==> src/rtl/pcd_pkg.sv <==
package pcd_pkg;
    typedef enum logic [1:0] {
        ST_WAKE = 2'd0,
        ST_LOW  = 2'd1,
        ST_HIGH = 2'd2,
        ST_PASS = 2'd3
    } pcd_state_e;
endpackage

==> src/rtl/pcd_field_unpack.sv <==
module pcd_field_unpack #(
    parameter int WORD_W  = 32,
    parameter int LO_LSB  = 0,
    parameter int LO_W    = 5,
    parameter int HI_LSB  = 27,
    parameter int HI_W    = 5,
    parameter int BYP_BIT = 26,
    localparam int DIV_W  = LO_W + HI_W
) (
    input  logic [WORD_W-1:0] word_i,
    output logic              bypass_o,
    output logic [DIV_W-1:0]  ratio_o
);
    localparam logic [DIV_W:0] MAX_RATIO = (DIV_W+1)'((1 << DIV_W) - 1);

    logic [DIV_W-1:0] divisor;
    logic [DIV_W:0]   sum;

    always_comb begin
        // high piece lands directly above the low piece
        divisor  = {word_i[HI_LSB +: HI_W], word_i[LO_LSB +: LO_W]};
        bypass_o = word_i[BYP_BIT];
        sum      = {1'b0, divisor} + (DIV_W+1)'(2);
        if (sum > MAX_RATIO) ratio_o = MAX_RATIO[DIV_W-1:0];
        else                 ratio_o = sum[DIV_W-1:0];
    end
endmodule

==> src/rtl/pcd_phase_fsm.sv <==
module pcd_phase_fsm
    import pcd_pkg::*;
#(
    parameter int RAT_W = 10
) (
    input  logic             clk_i,
    input  logic             rst_ni,
    input  logic             bypass_i,
    input  logic [RAT_W-1:0] ratio_i,
    output logic             hi_o,
    output logic             pce_o
);
    localparam logic [RAT_W:0] MAX_RATIO = (RAT_W+1)'((1 << RAT_W) - 1);

    pcd_state_e       state_q, state_d;
    logic [RAT_W-1:0] cnt_q, cnt_d;
    logic [RAT_W-1:0] ratio_q, ratio_d;
    logic [RAT_W:0]   hi_len, lo_len;
    logic             lo_done, hi_done;

    always_comb begin
        hi_len  = ({1'b0, ratio_q} + (RAT_W+1)'(1)) >> 1;
        lo_len  = {1'b0, ratio_q} >> 1;
        lo_done = ({1'b0, cnt_q} == lo_len - (RAT_W+1)'(1));
        hi_done = ({1'b0, cnt_q} == hi_len - (RAT_W+1)'(1));
    end

    // next state
    always_comb begin
        state_d = state_q;
        cnt_d   = cnt_q;
        ratio_d = ratio_q;
        if (bypass_i) begin
            state_d = ST_PASS;                 // any_to_pass
            cnt_d   = '0;
        end else begin
            unique case (state_q)
                ST_WAKE, ST_PASS: begin        // wake_to_low / pass_to_low
                    state_d = ST_LOW;
                    cnt_d   = '0;
                    ratio_d = ratio_i;
                end
                ST_LOW: begin
                    if (lo_done) begin         // low_to_high
                        state_d = ST_HIGH;
                        cnt_d   = '0;
                        ratio_d = ratio_i;
                    end else begin
                        cnt_d = cnt_q + 1'b1;
                    end
                end
                ST_HIGH: begin
                    if (hi_done) begin         // high_to_low
                        state_d = ST_LOW;
                        cnt_d   = '0;
                    end else begin
                        cnt_d = cnt_q + 1'b1;
                    end
                end
            endcase
        end
    end

    // state register
    always_ff @(posedge clk_i or negedge rst_ni) begin
        if (!rst_ni) begin
            state_q <= ST_WAKE;
            cnt_q   <= '0;
            ratio_q <= RAT_W'(2);
        end else begin
            state_q <= state_d;
            cnt_q   <= cnt_d;
            ratio_q <= ratio_d;
        end
    end

    // outputs
    always_comb begin
        hi_o  = (state_q == ST_HIGH);
        pce_o = (state_q == ST_LOW) && lo_done;
    end

    p_hi_bound_r5: assert property (@(posedge clk_i) disable iff (!rst_ni)
        (state_q == ST_HIGH) |-> ({1'b0, cnt_q} < hi_len));
    p_lo_bound_r5: assert property (@(posedge clk_i) disable iff (!rst_ni)
        (state_q == ST_LOW) |-> ({1'b0, cnt_q} < lo_len));
    p_ratio_hold_r6: assert property (@(posedge clk_i) disable iff (!rst_ni)
        (($past(state_q) == state_q) && (state_q != ST_PASS) && (state_q != ST_WAKE))
        |-> $stable(ratio_q));
    p_ratio_range_r4: assert property (@(posedge clk_i) disable iff (!rst_ni)
        (state_q == ST_LOW || state_q == ST_HIGH)
        |-> (ratio_q >= RAT_W'(2) && {1'b0, ratio_q} <= MAX_RATIO));
    p_wake_once_r7: assert property (@(posedge clk_i) disable iff (!rst_ni)
        (state_q == ST_WAKE) |=> (state_q != ST_WAKE));
endmodule

==> src/rtl/pcd_pixclk_div.sv <==
module pcd_pixclk_div #(
    parameter int WORD_W  = 32,
    parameter int LO_LSB  = 0,
    parameter int LO_W    = 5,
    parameter int HI_LSB  = 27,
    parameter int HI_W    = 5,
    parameter int BYP_BIT = 26
) (
    input  logic              clk_ref_i,
    input  logic              rst_ni,
    input  logic [WORD_W-1:0] timing_word_i,
    output logic              pclk_o,
    output logic              pce_o
);
    localparam int RAT_W = LO_W + HI_W;

    logic             bypass;
    logic [RAT_W-1:0] ratio;
    logic             div_hi, div_pce;

    pcd_field_unpack #(
        .WORD_W(WORD_W), .LO_LSB(LO_LSB), .LO_W(LO_W),
        .HI_LSB(HI_LSB), .HI_W(HI_W), .BYP_BIT(BYP_BIT)
    ) u_unpack (
        .word_i  (timing_word_i),
        .bypass_o(bypass),
        .ratio_o (ratio)
    );

    pcd_phase_fsm #(.RAT_W(RAT_W)) u_fsm (
        .clk_i   (clk_ref_i),
        .rst_ni  (rst_ni),
        .bypass_i(bypass),
        .ratio_i (ratio),
        .hi_o    (div_hi),
        .pce_o   (div_pce)
    );

    always_comb begin
        pclk_o = bypass ? clk_ref_i : div_hi;
        pce_o  = bypass ? 1'b1 : div_pce;
    end

    p_bypass_pce_r1: assert property (@(posedge clk_ref_i) disable iff (!rst_ni)
        bypass |-> pce_o);
    p_pce_rise_r8: assert property (@(posedge clk_ref_i) disable iff (!rst_ni)
        (div_pce && !bypass) |=> (bypass || div_hi));
endmodule

==> config.mk <==
export PLATFORM = sky130hd
export DESIGN_NAME = pcd_pixclk_div
export DESIGN_NICKNAME = d
export VERILOG_FILES = /design/src/rtl/pcd_pkg.sv /design/src/rtl/pcd_field_unpack.sv /design/src/rtl/pcd_phase_fsm.sv /design/src/rtl/pcd_pixclk_div.sv
export SDC_FILE = /design/constraint.sdc
export NUM_CORES = 1
export LEC_CHECK = 0
export ABC_CLOCK_PERIOD_IN_PS = 4500
export CORE_AREA = 5 5 93 95
export CTS_CLUSTER_SIZE = 28
export DETAILED_ROUTE_END_ITERATION = 6
export DIE_AREA = 0 0 98 100
export DONT_BUFFER_PORTS = 1
export SETUP_SLACK_MARGIN = 0.3
export SLEW_MARGIN = 20
export SYNTH_ARGS = -nofsm -noshare
export SYNTH_HDL_FRONTEND = slang
export SYNTH_SLANG_ARGS = --single-unit
export TNS_END_PERCENT = 30
==> constraint.sdc <==
create_clock -name clk_ref_i -period 4.5 [get_ports clk_ref_i]
set_input_delay 0.675 -clock clk_ref_i [delete_from_list [all_inputs] [get_ports clk_ref_i]]
set_output_delay 0.675 -clock clk_ref_i [all_outputs]
set_load 0.01 [all_outputs]
==> results of run 1 <==
## layer usage
layer | global-route usage [%] | routed length, µm
met1 | 13.4 | 2330
met2 | 15.8 | 2260
met3 | 1.67 | 228
met4 | 3.94 | 65
met5 | 0 | 0
## timing repair
action                                  4_1_cts  5_1_grt
hold endpoints to repair                     21        0
endpoints found under the setup margin        0        8
setup buffers                                 0        2
hold buffers                                  1        0
## cells in the mapped netlist, types with 4 or more instances
cell	count
xor2_1	13
nand4_1	6
dfrtp_1	21
nand3_1	15
xnor2_1	21
mux2i_1	6
a21oi_1	4
nand2b_1	6
nand2_1	12
nor2_1	16
o21ai_0	5
nor3_1	5
nor4_1	10
inv_1	12
and3_1	6
buf_2	6
ha_1	9
o211ai_1	5
clkbuf_1	6
a31oi_1	9
## power breakdown
part	switching [µW]	internal [µW]
logic	170	149
clock network	78.5	123
registers	71.5	222
## cell type report
| class | instances | area (µm²) | area share [%] |
|---|---|---|---|
| flip-flops and latches | 22 | 552 | 24.1 |
| multi-input cells | 196 | 1460 | 63.7 |
| clock buffers | 7 | 86.3 | 3.77 |
| repair buffers | 3 | 20.0 | 0.875 |
| inverters | 12 | 45.0 | 1.97 |
| well taps | 102 | 128 | 5.58 |
## path summary, 6_finish.rpt
| check | slack (ns) | startpoint | cells after the start | end |
|---|---|---|---|---|
| setup reg to reg | 0.57 | u_fsm.ratio_q[1] | 11 | u_fsm.state_q[0] |
| hold reg to reg | 0.53 | u_fsm.state_q[0] | 1 | u_fsm.state_q[0] |
| hold / removal | 0.14 | rst_ni | 0 | u_fsm.ratio_q[1] |
| min in group clk_ref_i | 0.37 | timing_word_i[1] | 1 | u_fsm.ratio_q[1] |
| setup / recovery | 0.57 | u_fsm.ratio_q[1] | 11 | u_fsm.state_q[0] |
| max in group asynchronous | 3.92 | rst_ni | 1 | u_fsm.ratio_q[0] |
## worst register-to-register path, stage by stage (launching register included)
cell and delay (ns):
dfstp_2 0.61, ha_1 0.29, xnor2_1 0.18, ha_1 0.22, xor2_1 0.18, a21oi_1 0.06
nor4b_1 0.51, or4b_1 0.49, a222oi_1 0.43, o2111ai_2 0.31, a21o_1 0.25, a211o_1 0.28
## placed cells by master, fill, tap and decap left out, types with 4 or more instances in the layout
master	n
a21oi_1	4
a31oi_1	9
and3_1	6
clkbuf_8	6
dfrtp_1	21
ha_1	9
inv_1	12
mux2i_1	6
nand2_1	12
nand2b_1	6
nand3_1	15
nand4_1	6
nor2_1	16
nor3_1	5
nor4_1	10
o211ai_1	5
o21ai_0	5
xnor2_1	21
xor2_1	13
## through the flow
stage / util, % / worst slack (ns) / total power, µW
after floorplan: - / 1.27 / 574
after global placement: 28.5 / 0.592 / 606
final: 29.9 / 0.569 / 814
after detailed placement: 28.5 / 0.578 / 611
after CTS: 29.8 / 0.562 / 809
after global routing: 29.9 / 0.416 / 865
## logic make-up after synthesis
group	after synthesis
AO/OA/AOI/OAI	49
AND/OR/NAND/NOR	95
XOR/XNOR	34
buffers and inverters	31
multiplexers	9
flip-flops	22
adder cells (fa/ha/maj)	9
## sequential cells by signal (all words and copies together) (netlist names)
name	count
u_fsm.cnt_q	10
u_fsm.ratio_q	10
u_fsm.state_q	2
==> impl_summary.txt, run 1 <==
----------------------------------------------------
[Run status]
  Status ... completed

[Placed design]
  IO Port Bufs ... 0
  DP Cell Count ... 332
  Placed instance area ... 0.00218 mm²
  HPWL after DPL ... 3570 µm
  RePlAce Congestion ... 0.852

[Floorplan]
  Starting density of the core ... 28.3%
  Area of the core region ... 0.00765 mm²
  Die area ... 0.00980 mm²
  Die width ... 98 µm
  Top-level port count ... 36
  Die height ... 100 µm
  Row Count ... 32

[Clock network]
  TritonCTS clock tree ... yes
  Clock network latency to the later pin of the worst-skew pair ... 0.37 ns
  Gates resized, CTS repair ... 0
  Clock-pin slew on the worst setup and hold paths ... 0.08 ns

[Min path]
  Type of the tightest min-delay check ... input pin to async pin

[Synthesis]
  Share of cell area taken by muxes after synthesis ... 4.34%
  Fraction of synthesis flops using an asynchronous set or reset pin ... 100%
  Adder-Cell Fraction of Synth Area ... 5.21%
  Syn avg cell area ... 8.69 µm²
  Mapped Area ... 0.00216 mm²
  Number of warnings reported in the yosys synthesis log ... 0
  Compound-cell area share of the yosys netlist ... 18.9%
  Post-Synth Simple-Gate Area ... 25.2%
  Parity-gate share of the synthesized area counting xor and xnor cells ... 13.8%
  Synth top area cells ... dfrtp_1 24%, xnor2_1 8.5%, xor2_1 5.3%
  Primary flip-flop cell chosen by synthesis mapping ... dfrtp_1
  Area share of the largest cell type after synthesis ... 24.3%
  Count of mapped cells out of synthesis ... 249
  Number of storage elements in the synthesis netlist ... 22
  Seq/Total Area, Yosys ... 25.5%
  Combinational family with the most area after synthesis ... simple AND/OR/NAND/NOR gates
  Number of enable-type register cells in the synthesized netlist ... 0
  Post-synth cell types ... 56
  Cell accounting for the most synthesized area ... dfrtp_1
  Synthesized Nets ... 292

[Run]
  Max-cap violation count ... 0

[Worst setup path]
  Worst path slowest cell ... dfstp_2
  Most frequent cell on the critical path ... ha_1
  Largest incremental delay on the critical path ... 0.61 ns
  Buf+Inv Stages, Crit Path ... 0
  Top cell family by delay on the critical path ... compound AO/OA/AOI/OAI gates
  CP cell instances ... ha_1 > xnor2_1 > ha_1 > xor2_1 > a21oi_1 > nor4b_1 > or4b_1 > a222oi_1 > o2111ai_2 > a21o_1 > a211o_1
  Crit path arrival time ... 4.19 ns
  Top fanout value on the critical path ... 6
  Required time at the endpoint of the critical path ... 4.76 ns
  Type of origin of the critical path ... flip-flop
  Element type at the critical path end ... flip-flop
  Critical path class ... flip-flop to flip-flop

[STA]
  Final worst path period need ... 3.93 ns
  Worst setup skew after layout ... 0.00397 ns
  Worst slack on hold paths ... 0.143 ns
  Maximum frequency from static timing analysis ... 254 MHz
  Worst rel slew slack ... 52.9%
  Number of slew-limit violations in the final report ... 0
  RSZ-0062 raised after global routing ... false
  Transition time at the pin with the least slew margin ... 0.705 ns
  Total Neg Setup Slack ... 0 ns
  Final hold violation count ... 0
  Final Cycle Share ... 87.4%
  Final setup violation count ... 0

[Global routing]
  Number of antenna violations at the first check in global routing ... 0
  Wire length of the first global-routing pass ... 8090 µm
  Maximum number of pins on one net before global-route repair ... 22
  Number of global-route vias before repair ... 1718
  GRT Util Overall ... 9.91%
  Remaining global-route overflow ... 0

[Drt]
  DR WL/cell ... 14.3 µm
  Vias post-DR ... 1838
  Remaining routing DRC violations ... 0
  Initial detailed-routing violation count ... 133
  Total wire length ... 4880 µm
  Number of optimization iterations in the first detailed-route pass ... 4
  Detail-routed via count per cell ... 5.37
  DRT antenna net count ... 0

[Layout]
  Filler cells ... 774
  Total Nets Final ... 284
  Non-filler instance count after layout ... 342
  Layout cells sized above 1 ... 10.4%
  Number of antenna cells inserted ... 0
  Area added between synthesis and finish ... 5.78%
  Post-route cell area ... 0.00229 mm²

[Power and ir drop]
  Power per Cell Area ... 356 mW/mm²
  Largest voltage drop on the vdd net ... 0.000209 V
  Static Leak ... 0.000856 µW

----------------------------------------------------
No activity file was read; power rests on OpenSTA's default activity.
==> run 2: changes to the inputs <==
ABC_CLOCK_PERIOD_IN_PS = 4059   (was 4500)
clock period = 4.06 ns   (was 4.5 ns; I/O delays follow)
==> impl_summary.txt, run 2 (same netlist as run 1, synthesis figures left out) <==
----------------------------------------------------
[Worst setup path]
  Crit path arrival time ... 3.88 ns (was 4.19 ns)
  Critical path class ... flip-flop to flip-flop (unchanged)
  Element type at the critical path end ... flip-flop (unchanged)
  Top fanout value on the critical path ... 5 (was 6)
  Flop2flop setup slack ... 0.45 ns (was 0.57 ns)
  Destination of the worst register-to-register timing path ... u_fsm.state_q[0] (unchanged)
  Depth of the worst register-to-register path ... 11 (unchanged)
  Worst Setup SP ... u_fsm.ratio_q[1] (unchanged)
  Endpoint of the worst setup timing path ... u_fsm.state_q[0] (unchanged)
  Type of origin of the critical path ... flip-flop (unchanged)
  Launch instance of the worst register-to-register path ... u_fsm.ratio_q[1] (unchanged)
  Required time at the endpoint of the critical path ... 4.33 ns (was 4.76 ns)

[Run status]
  Status ... completed (unchanged)

[Floorplan]
  Die area ... 0.00980 mm² (unchanged)
  Area of the core region ... 0.00765 mm² (unchanged)
  Die width ... 98 µm (unchanged)
  Top-level port count ... 36 (unchanged)
  Row Count ... 32 (unchanged)
  Die height ... 100 µm (unchanged)
  Starting density of the core ... 28.3% (unchanged)

[Drt]
  Vias post-DR ... 1870 (was 1838)
  Initial detailed-routing violation count ... 150 (was 133)
  Detail-routed via count per cell ... 5.37 (about the same)
  DRT antenna net count ... 0 (unchanged)
  Remaining routing DRC violations ... 0 (unchanged)
  Total wire length ... 5210 µm (was 4880 µm)
  Number of optimization iterations in the first detailed-route pass ... 4 (unchanged)
  DR WL/cell ... 15.0 µm (was 14.3 µm)

[STA]
  Worst slack on hold paths ... 0.0732 ns (was 0.143 ns)
  Worst setup skew after layout ... 0.00508 ns (was 0.00397 ns)
  Worst rel slew slack ... 66.7% (was 52.9%)
  Final Cycle Share ... 89.0% (was 87.4%)
  Number of slew-limit violations in the final report ... 0 (unchanged)
  Final setup violation count ... 0 (unchanged)
  Fin worst setup slack ... 0.448 ns (was 0.569 ns)
  RSZ-0062 raised after global routing ... false (unchanged)
  Final hold violation count ... 0 (unchanged)
  Final worst path period need ... 3.61 ns (was 3.93 ns)
  Total Neg Setup Slack ... 0 ns (unchanged)
  Transition time at the pin with the least slew margin ... 0.500 ns (was 0.705 ns)
  Maximum frequency from static timing analysis ... 277 MHz (was 254 MHz)

[Global routing]
  Number of global-route vias before repair ... 1747 (was 1718)
  Wire length of the first global-routing pass ... 8580 µm (was 8090 µm)
  Remaining global-route overflow ... 0 (unchanged)
  Number of antenna violations at the first check in global routing ... 0 (unchanged)
  GRT Util Overall ... 10.6% (was 9.91%)
  Maximum number of pins on one net before global-route repair ... 22 (unchanged)

[Placed design]
  Placed instance area ... 0.00220 mm² (was 0.00218 mm²)
  HPWL after DPL ... 3730 µm (was 3570 µm)
  IO Port Bufs ... 0 (unchanged)
  RePlAce Congestion ... 0.858 (was 0.852)
  Post-placement setup slack ... 0.310 ns (was 0.578 ns)

[Clock network]
  Clock-pin slew on the worst setup and hold paths ... 0.08 ns (about the same)
  Clock network latency to the later pin of the worst-skew pair ... 0.37 ns (about the same)
  TritonCTS clock tree ... yes (unchanged)

[Run]
  Max-cap violation count ... 0 (unchanged)

[Layout]
  Number of antenna cells inserted ... 0 (unchanged)
  Largest registers ... u_fsm.cnt_q x10, u_fsm.ratio_q x10, u_fsm.state_q x2 (unchanged)
  Layout cells sized above 1 ... 14.2% (was 10.4%)
  Area added between synthesis and finish ... 8.73% (was 5.78%)
  Total Nets Final ... 290 (was 284)
  Post-route cell area ... 0.00235 mm² (was 0.00229 mm²)
  Leading cell types in the layout, fill and taps excluded ... 21 x xnor2_1, 21 x dfrtp_1, 16 x nor2_1 (unchanged)

[Power and ir drop]
  Static Leak ... 0.000883 µW (was 0.000856 µW)
  Power, Total ... 941 µW (was 814 µW)
  Largest voltage drop on the vdd net ... 0.000302 V (was 0.000209 V)
  Power per Cell Area ... 400 mW/mm² (was 356 mW/mm²)

[Min path]
  Type of the tightest min-delay check ... input pin to async pin (unchanged)

----------------------------------------------------
## run 2: cell count changes in the layout (fill, tap and decap cells not counted)
cell and change:
nor4b_1 -1, xor2_1 -1, buf_4 +6, ha_2 +2, xor2_2 +1, ha_1 -2, nor4b_2 +1
## run 2: per-layer routing
layer	track usage (%)	routed length (µm)	vias to the layer above
li1	-	-	902
met3	1.46	219	7
met4	3.83	70	0
met5	0	0	-
met1	14.3	2460	911
met2	17.4	2460	50
## run 2: worst min path at each step
| stage | from | depth (start not counted) | end |
|---|---|---|---|
| global route | rst_ni | 0 | u_fsm.ratio_q[1] |
| detailed placement | rst_ni | 0 | u_fsm.state_q[1] |
| floorplan | rst_ni | 0 | u_fsm.cnt_q[0] |
| finish | rst_ni | 0 | u_fsm.ratio_q[1] |
| CTS | rst_ni | 0 | u_fsm.ratio_q[1] |
| global placement | rst_ni | 0 | u_fsm.state_q[1] |
## run 2: through the flow
step	cells	utilization (%)
detailed placement	335	28.8
CTS	345	30.3
finish	348	30.8
global placement	335	28.8
global route	348	30.8
floorplan	249	-
## run 2: worst max-delay path, cell delays in order, from the launching register on
cell,delay (ns)
dfstp_2,0.54
ha_2,0.22
xnor2_1,0.16
ha_2,0.25
xor2_2,0.16
a21oi_1,0.07
nor4b_2,0.39
or4b_1,0.47
a222oi_1,0.39
o2111ai_2,0.32
a21o_1,0.26
a211o_1,0.28
## run 2: repair_timing
item                                   CTS  global route
endpoints found under the hold margin   21             0
gates cloned                             0             0
pin swaps                                1             3
gates resized for setup                  0             4
hold buffers                             1             0
setup endpoints to repair               10            12
buffers inserted                         2             3
## run 2: power by group
group / switching, µW / internal, µW
clock network: 89.5 / 137
registers: 71.3 / 245
logic: 211 / 187
total: 372 / 569
## run 2: area by class of cell
type	count	area (µm²)
flip-flops and latches	22	552
fillers	810	5300
inverters	12	45.0
repair buffers	9	65.1
multi-input cells	196	1480
well taps	102	128
clock buffers	7	86.3
